File: src/rtl/conv_seq.sv
module conv_seq #(
  parameter int W       = 18,
  parameter int ACQ_CYC = 750
) (
  input  logic         clk,
  input  logic         rst,
  input  logic         start_n,
  input  logic         pdn_req,
  input  logic         eng_done,
  input  logic [W-1:0] eng_result,
  output logic         eng_start,
  output logic         busy,
  output logic         low_pwr,
  output logic         pd_active,
  output logic [W-1:0] dout
);
  localparam int CW = $clog2(ACQ_CYC + 1);

  typedef enum logic [1:0] {S_IDLE, S_CONV, S_ACQ, S_PDN} st_t;

  st_t           st;
  logic          strobe_q;
  logic          pend;
  logic [CW-1:0] acq_cnt;

  wire fall = strobe_q & ~start_n;
  wire halt = pend | pdn_req;

  always_ff @(posedge clk) begin
    if (rst) begin
      st        <= S_IDLE;
      strobe_q  <= 1'b1;
      pend      <= 1'b0;
      acq_cnt   <= '0;
      eng_start <= 1'b0;
      dout      <= '0;
    end else begin
      strobe_q  <= start_n;
      eng_start <= 1'b0;
      case (st)
        S_IDLE: begin
          if (pdn_req) st <= S_PDN;
          else if (fall) begin
            st        <= S_CONV;
            eng_start <= 1'b1;
          end
        end
        S_CONV: begin
          if (pdn_req) pend <= 1'b1;
          if (eng_done) begin
            dout <= eng_result;
            pend <= 1'b0;
            if (halt) st <= S_PDN;
            else if (!start_n) begin
              st      <= S_ACQ;
              acq_cnt <= '0;
            end else st <= S_IDLE;
          end
        end
        S_ACQ: begin
          if (pdn_req) st <= S_PDN;
          else if (start_n) st <= S_IDLE;
          else if (acq_cnt == CW'(ACQ_CYC - 1)) begin
            st        <= S_CONV;
            eng_start <= 1'b1;
          end else acq_cnt <= acq_cnt + 1'b1;
        end
        default: begin
          if (!pdn_req) st <= S_IDLE;
        end
      endcase
    end
  end

  assign busy      = (st == S_CONV);
  assign low_pwr   = ~busy;
  assign pd_active = (st == S_PDN);
endmodule

File: config.mk
export PLATFORM = sky130hd
export DESIGN_NAME = conv_seq
export DESIGN_NICKNAME = d
export VERILOG_FILES = /design/src/rtl/conv_seq.sv
export SDC_FILE = /design/constraint.sdc
export NUM_CORES = 1
export LEC_CHECK = 0
export BUFFER_PORTS_ARGS = -buffer_cell sky130_fd_sc_hd__buf_2
export CAP_MARGIN = 5
export CELL_PAD_IN_SITES_DETAIL_PLACEMENT = 0
export CELL_PAD_IN_SITES_GLOBAL_PLACEMENT = 2
export CORE_MARGIN = 2
export CORE_UTILIZATION = 31
export DETAILED_ROUTE_END_ITERATION = 10
export GPL_TIMING_DRIVEN = 0
export PLACE_DENSITY_LB_ADDON = 0.1
export SYNTH_ARGS = -nofsm -noshare
export SYNTH_HDL_FRONTEND = slang
export SYNTH_SLANG_ARGS = --single-unit
export TNS_END_PERCENT = 5
File: constraint.sdc
create_clock -name clk -period 4.27 [get_ports clk]
set_clock_uncertainty 0.15 [all_clocks]
set_input_delay 1.281 -clock clk [delete_from_list [all_inputs] [get_ports clk]]
set_output_delay 1.281 -clock clk [all_outputs]
set_load 0.02 [all_outputs]
==> impl_metrics.csv <==
group,metric,value,unit
setup_path,reg2reg_depth,4,
detailed_routing,num_vias,1515,
setup_path,cp_top_family,"simple AND/OR/NAND/NOR gates",
timing,finalSetupTns,0,ns
clock_network,post-cts-setup-buffers,0,
placement,dp_hpwl,2.92,mm
job,cap_violations,0,
timing,min_period,2.76,ns
logic_synthesis,netlist.area_leader.share,0.425,
clock_network,cts_tree,"yes",
global_routing,antenna_found_initial,0,
placement,dp.cells,295,
global_routing,gr-total-overflow,0,
finish,layout_common_cells,"buf_2, nand2_1, dfxtp_1",
setup_path,crit_buf_inv,1,
finish,final_nets,260,
detailed_routing,drt_iter0_markers,38,
clock_network,numCtsBuffers,5,
setup_path,crit_path_cell_trace,"buf_2 -> or4b_4 -> a31oi_4 -> a31o_2 -> mux2_1",
setup_path,crit_arrival,2.79,ns
logic_synthesis,synth_edf_count,0,
die,die_h,74.8,um
clock_network,htreeDepth,2,
finish,fin_util,0.411,
pwr,p_switching,0.320,mW
logic_synthesis,ys_types,45,
timing,fmax,0.362,GHz
timing,rsz0062_at_grt,"false",
die,die_w,74.8,um
pwr,clkPwrFrac,0.318,
setup_path,cp.depth,5,
pwr,p_leak,0.800,nW
setup_path,cp-start-kind,"primary input",
logic_synthesis,synth_area_leaders,"dfxtp_1, nand2_1, a21oi_1",
clock_network,ctsResizeCount,0,
die,start_util,0.324,
global_routing,grt_pass1_vias,1362,
timing,slew_violations,0,
detailed_routing,wl,4.00,mm
pwr,seqPwrFrac,0.386,
clock_network,clkSlewWorstSetupHoldPaths,0.07,ns
finish,layout.cells.non_filler,303,
clock_network,clkLatencyLatePin,0.29,ns
logic_synthesis,synthFlopType,"dfxtp_1",
pwr,pwr_density_cell,487,nW/um2
clock_network,clkSinkCount,33,
global_routing,gr-usage-all-layers,0.151,
timing,hold_violations,0,
clock_network,ctsHoldBuffers,0,
logic_synthesis,async_flop_share,0,
die,ios,45,
detailed_routing,antenna_left,0,
pwr,p_int,0.639,mW
finish,antenna_cells,0,
status,status,"finished clean",
setup_path,crit_slowest_cell,"or4b_4",
pwr,p_sw_frac,0.334,
setup_path,required,4.30,ns
logic_synthesis,netlist_area,1550,um2
detailed_routing,wl_per_cell,13.2,um
finish,drive_gt1_frac,0.284,
logic_synthesis,synth_cells,185,
clock_network,clock_path_buffers,2,
pwr,combPwrFrac,0.295,
logic_synthesis,yosysSeqAreaShare,0.425,
global_routing,grt_pass1_wl,6.40,mm
finish,layout_commonest_cell,"buf_2",
placement,place_congestion,0.771,
timing,setup_viol,0,
detailed_routing,dr.pass1.iters,4,
die,core,4790,um2
min_path,hold_class,"flop to flop",
placement,io_buffers,43,
global_routing,grt_max_degree,11,
finish,syn_to_final_growth,26.8,%
setup_path,cpPeakStageDelay,0.53,ns
logic_synthesis,synthesis.area_per_instance,8.39,um2
detailed_routing,vias_per_cell,5.00,
logic_synthesis,ys_ff_latch,33,
timing,tightest_slew,0.826,ns
pwr,ir_worst_vdd,0.161,mV
setup_path,cp-end-kind,"flop",
clock_network,cts_root_buffer,"clkbuf_8",
die,die_area,5590,um2
setup_path,path_max_fanout,8,
setup_path,critPathKind,"primary input to flop",
timing,period_share,0.647,
logic_synthesis,synth_warnings,0,
detailed_routing,drcViolationCount,0,
min_path,hold_path_depth,2,
timing,relSlewSlack,0.443,
die,rows,25,
logic_synthesis,synth_top_cell_by_area,"dfxtp_1",
logic_synthesis,synth.net_count,210,
-- sequential cells by signal, indices dropped and copies added (netlist names) --
| register | count |
|---|---|
| st | 2 |
| strobe_q | 1 |
| pend | 1 |
| acq_cnt | 10 |
| eng_start | 1 |
| dout | 18 |
-- metal layers --
layer	wire length, um	global-route usage	part of all wire	vias to the layer above
li1	-	-	-	758
met4	61	0.0615	0.015	0
met5	0	0	0	-
met2	1890	0.239	0.47	31
met3	175	0.0402	0.044	6
met1	1880	0.195	0.47	720
-- final timing paths --
path | slack (ns) | to | start
max | 1.51 | st[1] | start_n
min | 0.30 | dout[17] | dout[17]
max reg2reg | 2.05 | acq_cnt[0] | st[1]
min reg2reg | 0.30 | dout[17] | dout[17]
-- cell type report --
type / count / area (um2)
fill: 514 / 2820
clock inverter: 1 / 30.0
tap: 67 / 83.8
inverter: 7 / 26.3
clock buffer: 7 / 86.3
timing repair buffer: 43 / 215
sequential: 33 / 661
buffer: 11 / 65.1
multi-input combinational: 134 / 801
-- power by group through the flow --
stage	combinational (mW)	clock [mW]	sequential (mW)
6_report	0.283	0.305	0.370
4_1_cts	0.286	0.316	0.371
5_1_grt	0.316	0.329	0.375
3_3_place_gp	0.280	0	0.377
3_5_place_dp	0.286	0	0.378
2_1_floorplan	0.170	0	0.402
-- tightest hold or removal path, delay by kind of cell (launching register included) --
kind / cells / cell delay [ns]
simple gates: 1 / 0.05
flops: 1 / 0.31
compound gates: 1 / 0.05
-- stage by stage --
| stage | hold WS (ns) | area, um2 | power, mW | setup WS (ns) |
|---|---|---|---|---|
| after floorplan | 0.290 | 1550 | 0.572 | 1.34 |
| final | 0.300 | 1970 | 0.959 | 1.51 |
| after CTS | 0.305 | 1970 | 0.973 | 1.51 |
| after detailed placement | 0.295 | 1850 | 0.663 | 1.20 |
| after global placement | 0.289 | 1850 | 0.657 | 1.22 |
| after global routing | 0.331 | 1970 | 1.02 | 1.44 |
-- Yosys cell counts (all sizes together), types with 4 or more instances --
master	number
dfxtp	33
nand3	8
clkbuf	8
nand2b	4
inv	7
nand4	5
nand2	44
and2	4
nor3	4
a21oi	22
-- cell families after synthesis --
| logic type | count (synthesis) | share of synthesized area |
|---|---|---|
| muxes | 3 | 0.0201 |
| DFF | 33 | 0.425 |
| adders and majority gates | 2 | 0.0161 |
| AOI/OAI and AO/OA | 43 | 0.198 |
| and+or+nand+nor | 86 | 0.281 |
| buffers and inverters | 18 | 0.0588 |
(Power assumes the default switching activity.)
